[src/rtl/lp_sleep_pkg.sv]
package lp_sleep_pkg;

  localparam int LVL_W  = 3;
  localparam int MODE_W = 3;

  // Sleep level request codes
  localparam logic [LVL_W-1:0] LVL_IDLE = 3'd0;
  localparam logic [LVL_W-1:0] LVL_STBY = 3'd1;
  localparam logic [LVL_W-1:0] LVL_HIB  = 3'd2;
  localparam logic [LVL_W-1:0] LVL_BKUP = 3'd3;
  localparam logic [LVL_W-1:0] LVL_OFF  = 3'd4;

  // Reported mode codes
  localparam logic [MODE_W-1:0] MODE_ACTIVE = 3'd0;
  localparam logic [MODE_W-1:0] MODE_WAKE   = 3'd6;

  // Regulator mode codes
  localparam logic [1:0] REG_ACTIVE = 2'd0;
  localparam logic [1:0] REG_LP     = 2'd1;
  localparam logic [1:0] REG_BKUP   = 2'd2;
  localparam logic [1:0] REG_OFF    = 2'd3;

  // NVM state codes
  localparam logic [1:0] NVM_ACTIVE = 2'd0;
  localparam logic [1:0] NVM_ULP    = 2'd1;
  localparam logic [1:0] NVM_ULPP   = 2'd2;
  localparam logic [1:0] NVM_OFF    = 2'd3;

  typedef enum logic [1:0] {
    PH_RUN   = 2'd0,
    PH_SLEEP = 2'd1,
    PH_PWR   = 2'd2,
    PH_CLK   = 2'd3
  } phaseE;

  typedef struct packed {
    logic  latchLvl;
    phaseE phase;
  } ctrlStrobeT;

endpackage

[src/rtl/lp_sleep_ctrl.sv]
module lp_sleep_ctrl
  import lp_sleep_pkg::*;
(
  input  logic       clk,
  input  logic       rstN,
  input  logic       wfiReq,
  input  logic       entryOk,
  input  logic       wakeHit,
  output ctrlStrobeT strobe
);

  phaseE phaseQ;
  phaseE phaseD;
  logic  enterNow;

  assign enterNow = (phaseQ == PH_RUN) && wfiReq && entryOk;

  always_comb begin
    phaseD = phaseQ;
    unique case (phaseQ)
      PH_RUN:   if (enterNow) phaseD = PH_SLEEP;
      PH_SLEEP: if (wakeHit)  phaseD = PH_PWR;
      PH_PWR:   phaseD = PH_CLK;
      PH_CLK:   phaseD = PH_RUN;
      default:  phaseD = PH_RUN;
    endcase
  end

  always_ff @(posedge clk or negedge rstN) begin
    if (!rstN) phaseQ <= PH_RUN;
    else       phaseQ <= phaseD;
  end

  assign strobe.latchLvl = enterNow;
  assign strobe.phase    = phaseQ;

endmodule

[src/rtl/lp_sleep_dp.sv]
module lp_sleep_dp
  import lp_sleep_pkg::*;
#(
  parameter int NUM_OSC = 4
) (
  input  logic               clk,
  input  logic               rstN,
  input  ctrlStrobeT         strobe,
  input  logic [LVL_W-1:0]   sleepLevel,
  input  logic               sleepReady,
  input  logic               syncIrq,
  input  logic               syncIrqStby,
  input  logic               asyncIrq,
  input  logic               hibWake,
  input  logic               bkupWake,
  input  logic               extWake,
  input  logic               busClkReq,
  input  logic               genClkReq,
  input  logic [NUM_OSC-1:0] oscReq,
  input  logic [NUM_OSC-1:0] oscRunStby,
  input  logic [NUM_OSC-1:0] oscOnDemand,
  output logic               entryOk,
  output logic               wakeHit,
  output logic               cpuClkEn,
  output logic               mainClkEn,
  output logic               busClkEn,
  output logic               genClkEn,
  output logic [NUM_OSC-1:0] oscEn,
  output logic [1:0]         regMode,
  output logic [1:0]         nvmState,
  output logic [MODE_W-1:0]  curMode
);

  typedef enum logic [1:0] {OSC_ACT, OSC_STBY, OSC_STOP} oscRuleE;

  logic [LVL_W-1:0] lvlQ;
  logic             needsReady;
  logic             lvlValid;
  oscRuleE          oscRule;

  // Held sleep level, captured on the entry strobe
  always_ff @(posedge clk or negedge rstN) begin
    if (!rstN)                lvlQ <= LVL_IDLE;
    else if (strobe.latchLvl) lvlQ <= sleepLevel;
  end

  // Entry qualification
  assign lvlValid   = (sleepLevel <= LVL_OFF);
  assign needsReady = (sleepLevel == LVL_STBY) || (sleepLevel == LVL_HIB) ||
                      (sleepLevel == LVL_BKUP);
  assign entryOk    = lvlValid && (!needsReady || sleepReady);

  // Wake qualification by held level
  always_comb begin
    unique case (lvlQ)
      LVL_IDLE: wakeHit = syncIrq | syncIrqStby | asyncIrq;
      LVL_STBY: wakeHit = syncIrqStby | asyncIrq;
      LVL_HIB:  wakeHit = hibWake;
      LVL_BKUP: wakeHit = bkupWake;
      LVL_OFF:  wakeHit = extWake;
      default:  wakeHit = 1'b0;
    endcase
  end

  // Domain decode
  always_comb begin
    cpuClkEn  = 1'b0;
    mainClkEn = 1'b1;
    busClkEn  = 1'b1;
    genClkEn  = 1'b1;
    regMode   = REG_ACTIVE;
    nvmState  = NVM_ACTIVE;
    curMode   = MODE_ACTIVE;
    oscRule   = OSC_ACT;
    unique case (strobe.phase)
      PH_RUN: begin
        cpuClkEn = 1'b1;
      end
      PH_CLK: begin
        curMode = MODE_WAKE;
      end
      PH_SLEEP, PH_PWR: begin
        curMode = (strobe.phase == PH_PWR) ? MODE_WAKE : (lvlQ + 3'd1);
        unique case (lvlQ)
          LVL_IDLE: begin
            busClkEn = busClkReq;
          end
          LVL_STBY: begin
            mainClkEn = 1'b0;
            busClkEn  = busClkReq;
            genClkEn  = genClkReq;
            oscRule   = OSC_STBY;
            regMode   = REG_LP;
            nvmState  = NVM_ULP;
          end
          LVL_HIB: begin
            mainClkEn = 1'b0;
            busClkEn  = 1'b0;
            genClkEn  = 1'b0;
            oscRule   = OSC_STOP;
            regMode   = REG_LP;
            nvmState  = NVM_ULPP;
          end
          LVL_BKUP: begin
            mainClkEn = 1'b0;
            busClkEn  = 1'b0;
            genClkEn  = 1'b0;
            oscRule   = OSC_STOP;
            regMode   = REG_BKUP;
            nvmState  = NVM_OFF;
          end
          default: begin
            mainClkEn = 1'b0;
            busClkEn  = 1'b0;
            genClkEn  = 1'b0;
            oscRule   = OSC_STOP;
            regMode   = REG_OFF;
            nvmState  = NVM_OFF;
          end
        endcase
        // power is restored in the first wake step
        if (strobe.phase == PH_PWR) begin
          regMode  = REG_ACTIVE;
          nvmState = NVM_ACTIVE;
        end
      end
      default: cpuClkEn = 1'b0;
    endcase
  end

  // Per-oscillator enable
  for (genvar g = 0; g < NUM_OSC; g++) begin : g_osc
    always_comb begin
      unique case (oscRule)
        OSC_ACT:  oscEn[g] = oscReq[g] | ~oscOnDemand[g];
        OSC_STBY: oscEn[g] = oscReq[g] | (oscRunStby[g] & ~oscOnDemand[g]);
        default:  oscEn[g] = 1'b0;
      endcase
    end
  end

endmodule

[src/rtl/lp_sleep_top.sv]
module lp_sleep_top
  import lp_sleep_pkg::*;
#(
  parameter int NUM_OSC = 4
) (
  input  logic               clk,
  input  logic               rstN,
  input  logic               wfiReq,
  input  logic [2:0]         sleepLevel,
  input  logic               sleepReady,
  input  logic               syncIrq,
  input  logic               syncIrqStby,
  input  logic               asyncIrq,
  input  logic               hibWake,
  input  logic               bkupWake,
  input  logic               extWake,
  input  logic               busClkReq,
  input  logic               genClkReq,
  input  logic [NUM_OSC-1:0] oscReq,
  input  logic [NUM_OSC-1:0] oscRunStby,
  input  logic [NUM_OSC-1:0] oscOnDemand,
  output logic               cpuClkEn,
  output logic               mainClkEn,
  output logic               busClkEn,
  output logic               genClkEn,
  output logic [NUM_OSC-1:0] oscEn,
  output logic [1:0]         regMode,
  output logic [1:0]         nvmState,
  output logic [2:0]         curMode
);

  ctrlStrobeT strobe;
  logic       entryOk;
  logic       wakeHit;

  lp_sleep_ctrl i_ctrl (
    .clk     (clk),
    .rstN    (rstN),
    .wfiReq  (wfiReq),
    .entryOk (entryOk),
    .wakeHit (wakeHit),
    .strobe  (strobe)
  );

  lp_sleep_dp #(.NUM_OSC(NUM_OSC)) i_dp (
    .clk         (clk),
    .rstN        (rstN),
    .strobe      (strobe),
    .sleepLevel  (sleepLevel),
    .sleepReady  (sleepReady),
    .syncIrq     (syncIrq),
    .syncIrqStby (syncIrqStby),
    .asyncIrq    (asyncIrq),
    .hibWake     (hibWake),
    .bkupWake    (bkupWake),
    .extWake     (extWake),
    .busClkReq   (busClkReq),
    .genClkReq   (genClkReq),
    .oscReq      (oscReq),
    .oscRunStby  (oscRunStby),
    .oscOnDemand (oscOnDemand),
    .entryOk     (entryOk),
    .wakeHit     (wakeHit),
    .cpuClkEn    (cpuClkEn),
    .mainClkEn   (mainClkEn),
    .busClkEn    (busClkEn),
    .genClkEn    (genClkEn),
    .oscEn       (oscEn),
    .regMode     (regMode),
    .nvmState    (nvmState),
    .curMode     (curMode)
  );

endmodule

[config.mk]
export PLATFORM = sky130hd
export DESIGN_NAME = lp_sleep_top
export DESIGN_NICKNAME = d
export VERILOG_FILES = /design/src/rtl/lp_sleep_pkg.sv /design/src/rtl/lp_sleep_ctrl.sv /design/src/rtl/lp_sleep_dp.sv /design/src/rtl/lp_sleep_top.sv
export SDC_FILE = /design/constraint.sdc
export NUM_CORES = 1
export LEC_CHECK = 0
export ABC_CLOCK_PERIOD_IN_PS = 2100
export CORE_AREA = 2 2 57 59
export DETAILED_ROUTE_END_ITERATION = 12
export DIE_AREA = 0 0 59 61
export DONT_BUFFER_PORTS = 1
export PLACE_DENSITY_LB_ADDON = 0.15
export SYNTH_ARGS = -nofsm -noshare
export SYNTH_HDL_FRONTEND = slang
export SYNTH_HIERARCHICAL = 1
export SYNTH_SLANG_ARGS = --single-unit
[constraint.sdc]
create_clock -name clk -period 2.1 [get_ports clk]
set_input_delay 0.42 -clock clk [delete_from_list [all_inputs] [get_ports clk]]
set_output_delay 0.42 -clock clk [all_outputs]
set_load 0.02 [all_outputs]
==> impl_metrics.env, run 1 <==
export IMPL_status="finished, final reports clean"
export IMPL_slew_viol_final=0
export IMPL_yosys_most_used_dff="dfrtp_1"
export IMPL_synth_area_um2=657
export IMPL_p_comb_frac=0.057
export IMPL_ir_drop_mv=0.226
export IMPL_switching_share=0.200
export IMPL_die_h_um=61
export IMPL_holdPathStages=2
export IMPL_insertion_delay_ns=0.24
export IMPL_ant_nets=0
export IMPL_crit_buf_inv=1
export IMPL_filler_cell_count=339
export IMPL_grt_max_degree=9
export IMPL_finalPower_uw=218
export IMPL_r2r_start="i_dp/lvlQ[0]"
export IMPL_clock_sinks=5
export IMPL_setup_viol=0
export IMPL_pwr_share_seq=0.444
export IMPL_min_from="sleepLevel[1]"
export IMPL_ios=42
export IMPL_grt_pass1_vias=631
export IMPL_fmax_mhz=489
export IMPL_grt_overflow=0
export IMPL_syn_nets=126
export IMPL_synth_seq_cells=5
export IMPL_clkTransAtPathRegs_ns=0.05
export IMPL_rrSetupSlack_ns=0.14
export IMPL_async_flop_share=1.00
export IMPL_worstPathCellList="inv_1 -> ha_1 -> nor2b_1 -> o22a_1 -> nor2_1"
export IMPL_synthDominantCellAreaShare=0.229
export IMPL_antenna_found_initial=0
export IMPL_intPower_uw=174
export IMPL_p_leak_uw=0.000433
export IMPL_grt_setup_unrepaired="yes"
export IMPL_drt_first_pass_iters=4
export IMPL_cts_max_path_buffers=2
export IMPL_drt_iter0_drc=23
export IMPL_antenna_cells=0
export IMPL_drive_above_1_share=0.235
export IMPL_period_needed_ns=2.05
export IMPL_finalClockSkew_ns=0.00570
export IMPL_cp_arrival_ns=1.63
export IMPL_worst_setup_path_end_kind="output port"
export IMPL_final_cell_area_um2=807
export IMPL_rows=20
export IMPL_final_seq_area_um2=125
export IMPL_die_area_um2=3600
export IMPL_maxCapViolations=0
export IMPL_cts_root_buf="clkbuf_4"
export IMPL_wire_per_inst_um=12.2
export IMPL_netSwitchingPower_uw=43.6
export IMPL_crit_slowest_cell="dfrtp_1"
export IMPL_syn_to_final_growth_pct=22.9
export IMPL_worst_r2r_endpoint="i_ctrl/phaseQ[1]"
export IMPL_finalHoldViolations=0
export IMPL_multi_input_area_um2=488
export IMPL_post_route_period_util=0.974
export IMPL_cp_top_family="simple AND/OR/NAND/NOR gates"
export IMPL_grt_usage=0.0961
export IMPL_ys_types=23
export IMPL_start_util=0.222
export IMPL_yosysWarnings=6
export IMPL_synth_area_leaders="ha_1 23%, dfrtp_1 19%, inv_1 8.6%, a21oi_1 6.1%, o21a_1 5.7%"
export IMPL_placedInstanceArea_um2=746
export IMPL_ys_seq_area_frac=0.190
export IMPL_avgSynthCellArea_um2=7.55
export IMPL_dpl_hpwl_um=1390
export IMPL_synth_edf_count=0
export IMPL_hold_path_end="i_dp/lvlQ[1]"
export IMPL_postCtsSetupBuffers=0
export IMPL_nets=138
export IMPL_critPathRequiredTime_ns=1.68
export IMPL_core_um2=2950
export IMPL_postSynthCellCount=87
export IMPL_viasPerCell=4.73
export IMPL_worst_setup_path_start_kind="flip-flop"
export IMPL_die_x_um=59
export IMPL_totalWireLength_um=1600
export IMPL_h_tree_depth=1
export IMPL_layout_commonest_cell="inv_1"
export IMPL_critical_path_max_fanout=4
export IMPL_mostFrequentLayoutCells="15 x inv_1, 11 x ha_1, 8 x nor2_1, 8 x a21oi_1, 8 x buf_4"
export IMPL_cts_buffers=3
export IMPL_timing_slew_headroom=0.738
export IMPL_yosys_area_top_type="ha_1"
export IMPL_p_per_area_nw_per_um2=270
export IMPL_vias=619
export IMPL_drc_errors=0
export IMPL_slowest_delay_ns=0.39
export IMPL_cts_tree="yes"
export IMPL_gp_congestion=0.762
export IMPL_worst_r2r_cell_count=8
export IMPL_io_buffers=0
export IMPL_grt_pass1_wl_um=2660
export IMPL_critPathKind="flip-flop to output port"
export IMPL_power_share_clock=0.499
export IMPL_hp_class="input pin to flip-flop"
export IMPL_tightest_slew_ns=0.391
## synthesized netlist by cell type, drive strengths merged (2+ instances only)
master,instances
a21oi,9
o22a,2
dfrtp,5
o21ai,7
ha,12
nor2,8
inv,15
nor3,4
buf,2
nand2b,3
nand2,6
nor2b,2
o21a,5
## worst reg2reg max path, delay by kind of cell, from the launching register on
family | cells | cell delay (ns)
AND/OR/NAND/NOR | 1 | 0.12
multiplexers | 1 | 0.29
adder cells (fa/ha/maj) | 2 | 0.44
AO/OA/AOI/OAI | 4 | 0.58
flip-flops | 1 | 0.41
## layout make-up
cell class / instances / share of cell area
timing repair buffer: 9 / 0.0868
clock buffer: 4 / 0.0326
sequential: 5 / 0.155
tap: 33 / 0.0512
multi-input combinational: 65 / 0.605
inverter: 15 / 0.0698
## worst max-delay path by stage
stage / startpoint / to / cells after the start
final: i_dp/lvlQ[0] / regMode[0] / 5
after global routing: i_dp/lvlQ[0] / regMode[1] / 5
after CTS: i_dp/lvlQ[0] / genClkEn / 5
after detailed placement: i_dp/lvlQ[0] / i_ctrl/phaseQ[1] / 8
after global placement: i_dp/lvlQ[0] / i_ctrl/phaseQ[1] / 8
after floorplan: i_dp/lvlQ[0] / i_ctrl/phaseQ[1] / 8
## through the flow
step | cells | utilization | hold WS (ns) | setup TNS (ns) | setup WS, ns
after floorplan | 87 | - | 0.124 | 0 | 0.283
after global placement | 126 | 0.253 | 0.125 | 0 | 0.158
after detailed placement | 126 | 0.253 | 0.125 | 0 | 0.138
after CTS | 131 | 0.271 | 0.305 | 0 | 0.00697
after global routing | 131 | 0.273 | 0.310 | -0.416 | -0.0727
final | 131 | 0.273 | 0.313 | 0 | 0.0544
## power groups by stage
| stage | Clock, uW | Sequential [uW] | Combinational [uW] |
|---|---|---|---|
| after floorplan | 0 | 98.1 | 7.85 |
| after global placement | 0 | 98.1 | 9.18 |
| after detailed placement | 0 | 98.1 | 9.46 |
| after CTS | 115 | 96.6 | 12.9 |
| after global routing | 122 | 96.4 | 14.6 |
| final | 109 | 96.7 | 12.5 |
## routing by layer
layer | GRT usage | part of all wire | vias up
met2 | 0.179 | 0.48 | 30
met5 | 0 | 0 | -
met3 | 0.0235 | 0.076 | 2
met4 | 0.0292 | 0.0025 | 0
met1 | 0.108 | 0.44 | 279
li1 | - | - | 308
## kinds of logic after synthesis
family                   share of synthesized area
flip-flops                                   0.190
multiplexers                                0.0381
AND/OR/NAND/NOR                              0.194
adder cells (fa/ha/maj)                      0.229
AO/OA/AOI/OAI                                0.244
buffers and inverters                        0.105
## timing repair
action                                  in CTS  in global routing
endpoints found under the setup margin       5                 11
hold buffers                                 1                  0
gates resized for setup                      5                  3
gates cloned                                 0                  0
hold endpoints to repair                     5                  0
## state kept, by name (all words and copies together), names as in the netlist
signal and cells:
i_dp/lvlQ 3, i_ctrl/phaseQ 2
No activity file was read; power rests on OpenSTA's default activity.
==> inputs of run 2 (changes only) <==
--- a/config.mk
+++ b/config.mk
@@ -10,7 +10,6 @@
 export DETAILED_ROUTE_END_ITERATION = 12
 export DIE_AREA = 0 0 59 61
 export DONT_BUFFER_PORTS = 1
-export PLACE_DENSITY_LB_ADDON = 0.15
 export SYNTH_ARGS = -nofsm -noshare
 export SYNTH_HDL_FRONTEND = slang
 export SYNTH_HIERARCHICAL = 1
==> run 2 against run 1 <==
Net effect:
- core utilization increased by 0.17 points
- die area unchanged
- setup slack improved by 0.0021 ns
- fmax increased by 0.10%
- largest cell class unchanged
==> impl_metrics.env, run 2 (synthesis gave the netlist of run 1 again) <==
export IMPL_drt_first_pass_iters=4
export IMPL_worstPathCellList="inv_1 -> ha_4 -> and3b_1 -> a21oi_1 -> o21a_2"
export IMPL_drt_iter0_drc=55
export IMPL_crit_buf_inv=1
export IMPL_m1WireLength_um=636
export IMPL_cts_buffers=3
export IMPL_totalWireLength_um=1530
export IMPL_grt_usage=0.0908
export IMPL_critPathRequiredTime_ns=1.68
export IMPL_grt_overflow=0
export IMPL_fmax_mhz=489
export IMPL_cts_tree="yes"
export IMPL_reg_largest_list="i_dp/lvlQ (3), i_ctrl/phaseQ (2)"
export IMPL_core_um2=2950
export IMPL_period_needed_ns=2.04
export IMPL_post_route_period_util=0.973
export IMPL_intPower_uw=174
export IMPL_dr_wl_met3_um=196
export IMPL_gp_congestion=0.791
export IMPL_hp_class="input pin to flip-flop"
export IMPL_worst_setup_path_start_kind="flip-flop"
export IMPL_ir_drop_mv=0.0854
export IMPL_finalClockSkew_ns=0.00291
export IMPL_viasPerCell=4.72
export IMPL_clkTransAtPathRegs_ns=0.04
export IMPL_cp_top_family="flip-flops"
export IMPL_netSwitchingPower_uw=45.0
export IMPL_nets=137
export IMPL_h_tree_depth=1
export IMPL_cp_arrival_ns=1.62
export IMPL_status="finished, final reports clean"
export IMPL_timing_slew_headroom=0.832
export IMPL_cts_root_buf="clkbuf_4"
export IMPL_met2WireLength_um=663
export IMPL_slowest_delay_ns=0.44
export IMPL_p_comb_frac=0.055
export IMPL_tightest_slew_ns=0.251
export IMPL_worst_setup_path_end_kind="output port"
export IMPL_crit_slowest_cell="dfrtp_2"
export IMPL_die_x_um=59
export IMPL_regMostFlops="i_dp/lvlQ"
export IMPL_ios=42
export IMPL_finalHoldViolations=0
export IMPL_antenna_found_initial=0
export IMPL_rows=20
export IMPL_slew_viol_final=0
export IMPL_grt_pass1_vias=580
export IMPL_grt_pass1_wl_um=2380
export IMPL_critPathKind="flip-flop to output port"
export IMPL_pwr_share_seq=0.442
export IMPL_placedInstanceArea_um2=731
export IMPL_insertion_delay_ns=0.24
export IMPL_syn_to_final_growth_pct=23.6
export IMPL_stdcell_count=130
export IMPL_drc_errors=0
export IMPL_die_area_um2=3600
export IMPL_critical_path_max_fanout=7
export IMPL_maxCapViolations=0
export IMPL_wire_per_inst_um=11.8
export IMPL_mostFrequentLayoutCells="14 x inv_1, 10 x ha_1, 8 x a21oi_1, 7 x buf_4"
export IMPL_routed_top_layer="met4"
export IMPL_p_per_area_nw_per_um2=270
export IMPL_clock_sinks=5
export IMPL_p_leak_uw=0.000425
export IMPL_dp_cells=124
export IMPL_vias=613
export IMPL_layout_commonest_cell="inv_1"
export IMPL_die_h_um=61
export IMPL_start_util=0.222
export IMPL_cts_max_path_buffers=2
export IMPL_setup_viol=0
export IMPL_grt_setup_unrepaired="yes"
export IMPL_largest_reg_flops=3
export IMPL_final_cell_area_um2=812
export IMPL_switching_share=0.205
export IMPL_grt_max_degree=10
export IMPL_antenna_cells=0
export IMPL_power_share_clock=0.504
export IMPL_drive_above_1_share=0.299
export IMPL_ant_nets=0
export IMPL_finalPower_uw=219
export IMPL_io_buffers=0
export IMPL_dpl_hpwl_um=1330
export IMPL_final_core_utilization=0.275
==> run 2: path summary, 6_finish.rpt <==
| check | startpoint | to | slack [ns] | depth (start not counted) |
|---|---|---|---|---|
| max | i_ctrl/phaseQ[1] | oscEn[2] | 0.06 | 5 |
| min | sleepLevel[2] | i_dp/lvlQ[2] | 0.30 | 2 |
| max reg2reg | i_dp/lvlQ[0] | i_ctrl/phaseQ[1] | 0.16 | 8 |
| min reg2reg | i_ctrl/phaseQ[1] | i_ctrl/phaseQ[1] | 0.59 | 1 |
| max in group asynchronous | rstN | i_dp/lvlQ[2] | 1.43 | 1 |
| min in group asynchronous | rstN | i_ctrl/phaseQ[0] | 0.46 | 1 |
==> run 2: final cells by class <==
type / count / area (um2)
Fill cell: 333 / 2140
Multi-Input combinational cell: 65 / 498
Sequential cell: 5 / 128
Timing Repair Buffer: 8 / 62.6
Inverter: 15 / 56.3
Tap cell: 33 / 41.3
Clock buffer: 4 / 26.3
==> run 2: power groups by stage <==
stage / Sequential (uW) / Clock, uW / Combinational, uW
2_1_floorplan: 98.1 / 0 / 7.85
3_3_place_gp: 98.1 / 0 / 8.71
3_5_place_dp: 98.1 / 0 / 9.02
4_1_cts: 96.7 / 116 / 12.4
5_1_grt: 96.5 / 122 / 14.0
6_report: 96.8 / 110 / 12.0
==> run 2: repair_timing <==
item	4_1_cts	5_1_grt
endpoints found under the hold margin	5	0
pin swaps	0	0
endpoints found under the setup margin	4	10
hold buffers	1	0
buffers inserted	0	1
resized for setup	6	10
==> run 2: metrics by stage <==
step	hold slack (ns)	setup TNS, ns	worst slack, ns
finish	0.299	0	0.0564
global route	0.317	-0.0275	-0.0246
CTS	0.294	0	0.0121
detailed placement	0.125	0	0.140
global placement	0.125	0	0.173
floorplan	0.124	0	0.283
==> run 2: metal layers <==
layer,vias up,GRT usage
met1,259,0.0936
met5,-,0
met2,44,0.157
li1,307,-
met4,0,0.0519
met3,3,0.0362
==> inputs of run 3 (changes only) <==
--- a/config.mk
+++ b/config.mk
@@ -5,11 +5,13 @@
 export SDC_FILE = /design/constraint.sdc
 export NUM_CORES = 1
 export LEC_CHECK = 0
-export ABC_CLOCK_PERIOD_IN_PS = 2100
+export ABC_CLOCK_PERIOD_IN_PS = 2050
 export CORE_AREA = 2 2 57 59
+export CTS_CLUSTER_SIZE = 28
 export DETAILED_ROUTE_END_ITERATION = 12
 export DIE_AREA = 0 0 59 61
 export DONT_BUFFER_PORTS = 1
+export GPL_ROUTABILITY_DRIVEN = 0
 export SYNTH_ARGS = -nofsm -noshare
 export SYNTH_HDL_FRONTEND = slang
 export SYNTH_HIERARCHICAL = 1
==> constraint.sdc (replaced) <==
create_clock -name clk -period 2.05 [get_ports clk]
set_input_delay 0.41 -clock clk [delete_from_list [all_inputs] [get_ports clk]]
set_output_delay 0.41 -clock clk [all_outputs]
set_load 0.02 [all_outputs]
==> run 3 against run 2 <==
Net effect:
- routed wire length is 5.0% higher
- clock-buffer cell count stayed put
- combinational power is 6% higher
- hold slack worse by 0.011 ns
- total power is 3.4% higher
- clock skew is 0.0020 ns lower
- critical endpoint is now curMode[0]
- largest cell class unchanged
==> impl_metrics.env, run 3 (synthesis gave the netlist of run 1 again) <==
export IMPL_rows=20
export IMPL_worst_setup_path_start_kind="flip-flop"
export IMPL_grt_pass1_wl_um=2360
export IMPL_fmax_mhz=499
export IMPL_setup_viol=0
export IMPL_hp_class="input pin to flip-flop"
export IMPL_grt_pass1_vias=579
export IMPL_timing_slew_headroom=0.829
export IMPL_worst_r2r_cell_count=8
export IMPL_layout_commonest_cell="inv_1"
export IMPL_cp_arrival_ns=1.59
export IMPL_cts_max_path_buffers=2
export IMPL_tns_ns=0
export IMPL_finalClockSkew_ns=0.000901
export IMPL_largest_reg_flops=3
export IMPL_period_needed_ns=2.00
export IMPL_ios=42
export IMPL_core_um2=2950
export IMPL_critPathKind="flip-flop to output port"
export IMPL_tightest_slew_ns=0.255
export IMPL_filler_cell_count=321
export IMPL_post_route_period_util=0.977
export IMPL_grt_max_degree=9
export IMPL_cts_tree="yes"
export IMPL_die_h_um=61
export IMPL_finalHoldViolations=0
export IMPL_final_cell_area_um2=841
export IMPL_reg_largest_list="i_dp/lvlQ (3), i_ctrl/phaseQ (2)"
export IMPL_grt_usage=0.0899
export IMPL_regMostFlops="i_dp/lvlQ"
export IMPL_p_leak_uw=0.000437
export IMPL_holdPathStages=2
export IMPL_p_per_area_nw_per_um2=270
export IMPL_dpl_hpwl_um=1340
export IMPL_clkTransAtPathRegs_ns=0.04
export IMPL_nets=140
export IMPL_drive_above_1_share=0.330
export IMPL_grt_overflow=0
export IMPL_rrSetupSlack_ns=0.15
export IMPL_cts_root_buf="clkbuf_4"
export IMPL_antenna_cells=0
export IMPL_placedInstanceArea_um2=738
export IMPL_mostFrequentLayoutCells="15 x inv_1, 10 x buf_4, 8 x ha_1, 7 x a21oi_1"
export IMPL_maxCapViolations=0
export IMPL_drt_iter0_drc=62
export IMPL_slew_viol_final=0
export IMPL_h_tree_depth=1
export IMPL_die_x_um=59
export IMPL_critical_path_max_fanout=5
export IMPL_wire_per_inst_um=12.1
export IMPL_ant_nets=0
export IMPL_syn_to_final_growth_pct=28.0
export IMPL_io_buffers=0
export IMPL_drc_errors=0
export IMPL_antenna_found_initial=0
export IMPL_die_area_um2=3600
export IMPL_insertion_delay_ns=0.24
export IMPL_ir_drop_mv=0.0975
export IMPL_critPathRequiredTime_ns=1.64
export IMPL_worst_setup_path_end_kind="output port"
export IMPL_clock_sinks=5
export IMPL_start_util=0.222
export IMPL_status="finished, final reports clean"
export IMPL_viasPerCell=4.74
export IMPL_cts_buffers=3
export IMPL_drt_first_pass_iters=4
export IMPL_vias=631
export IMPL_totalWireLength_um=1610
==> run 3: cell types whose count changed in the layout (fill, tap and decap cells not counted), sizes merged <==
cell  before  now
buf        7   10
==> run 3: power by group <==
| group | switching, uW | internal, uW |
|---|---|---|
| Clock | 41.3 | 73.6 |
| Combinational | 6.64 | 6.02 |
| Sequential | 0 | 99.1 |
==> run 3: layer usage <==
metal,global-route usage,vias up,share of wire,wire (um)
li1,-,314,-,-
met1,0.0936,266,0.41,660
met2,0.159,47,0.44,708
met3,0.0320,4,0.14,218
met4,0.0487,0,0.011,18
met5,0,-,0,0
==> run 3: cell type report <==
| type | instances | area (um2) | area share |
|---|---|---|---|
| clock buffer | 4 | 26.3 | 0.0313 |
| inverter | 15 | 56.3 | 0.0670 |
| multi-input combinational | 65 | 505 | 0.601 |
| sequential | 5 | 126 | 0.150 |
| tap | 33 | 41.3 | 0.0491 |
| timing repair buffer | 11 | 85.1 | 0.101 |
==> run 3: what timing repair did <==
item / 4_1_cts / 5_1_grt
buffers inserted: 0 / 3
endpoints found under the setup margin: 9 / 11
endpoints found under the hold margin: 5 / 0
pin swaps: 0 / 2
gates cloned: 0 / 0
resized for setup: 8 / 9
hold buffers: 1 / 0
==> run 3: path summary, 6_finish.rpt <==
path | from | endpoint
max reg2reg | i_dp/lvlQ[0] | i_ctrl/phaseQ[1]
max in group asynchronous | rstN | i_ctrl/phaseQ[1]
min | sleepLevel[2] | i_dp/lvlQ[2]
min in group asynchronous | rstN | i_dp/lvlQ[0]
max | i_ctrl/phaseQ[0] | curMode[0]
min reg2reg | i_dp/lvlQ[2] | i_dp/lvlQ[2]
==> run 3: stage by stage <==
step,std cells,total power (uW),hold slack (ns),setup slack [ns],util
after CTS,130,233,0.278,0.0177,0.271
after global routing,133,235,0.310,-0.00535,0.285
final,133,227,0.287,0.0468,0.285
after detailed placement,125,110,0.115,0.109,0.250
after global placement,125,109,0.115,0.172,0.250
after floorplan,87,109,0.114,0.233,-
==> run 3: critical path: stages (launching register included) <==
cell and delay (ns):
dfrtp_1 0.36, inv_1 0.09, ha_1 0.22, nand2b_1 0.25
nor3_1 0.23, buf_4 0.19
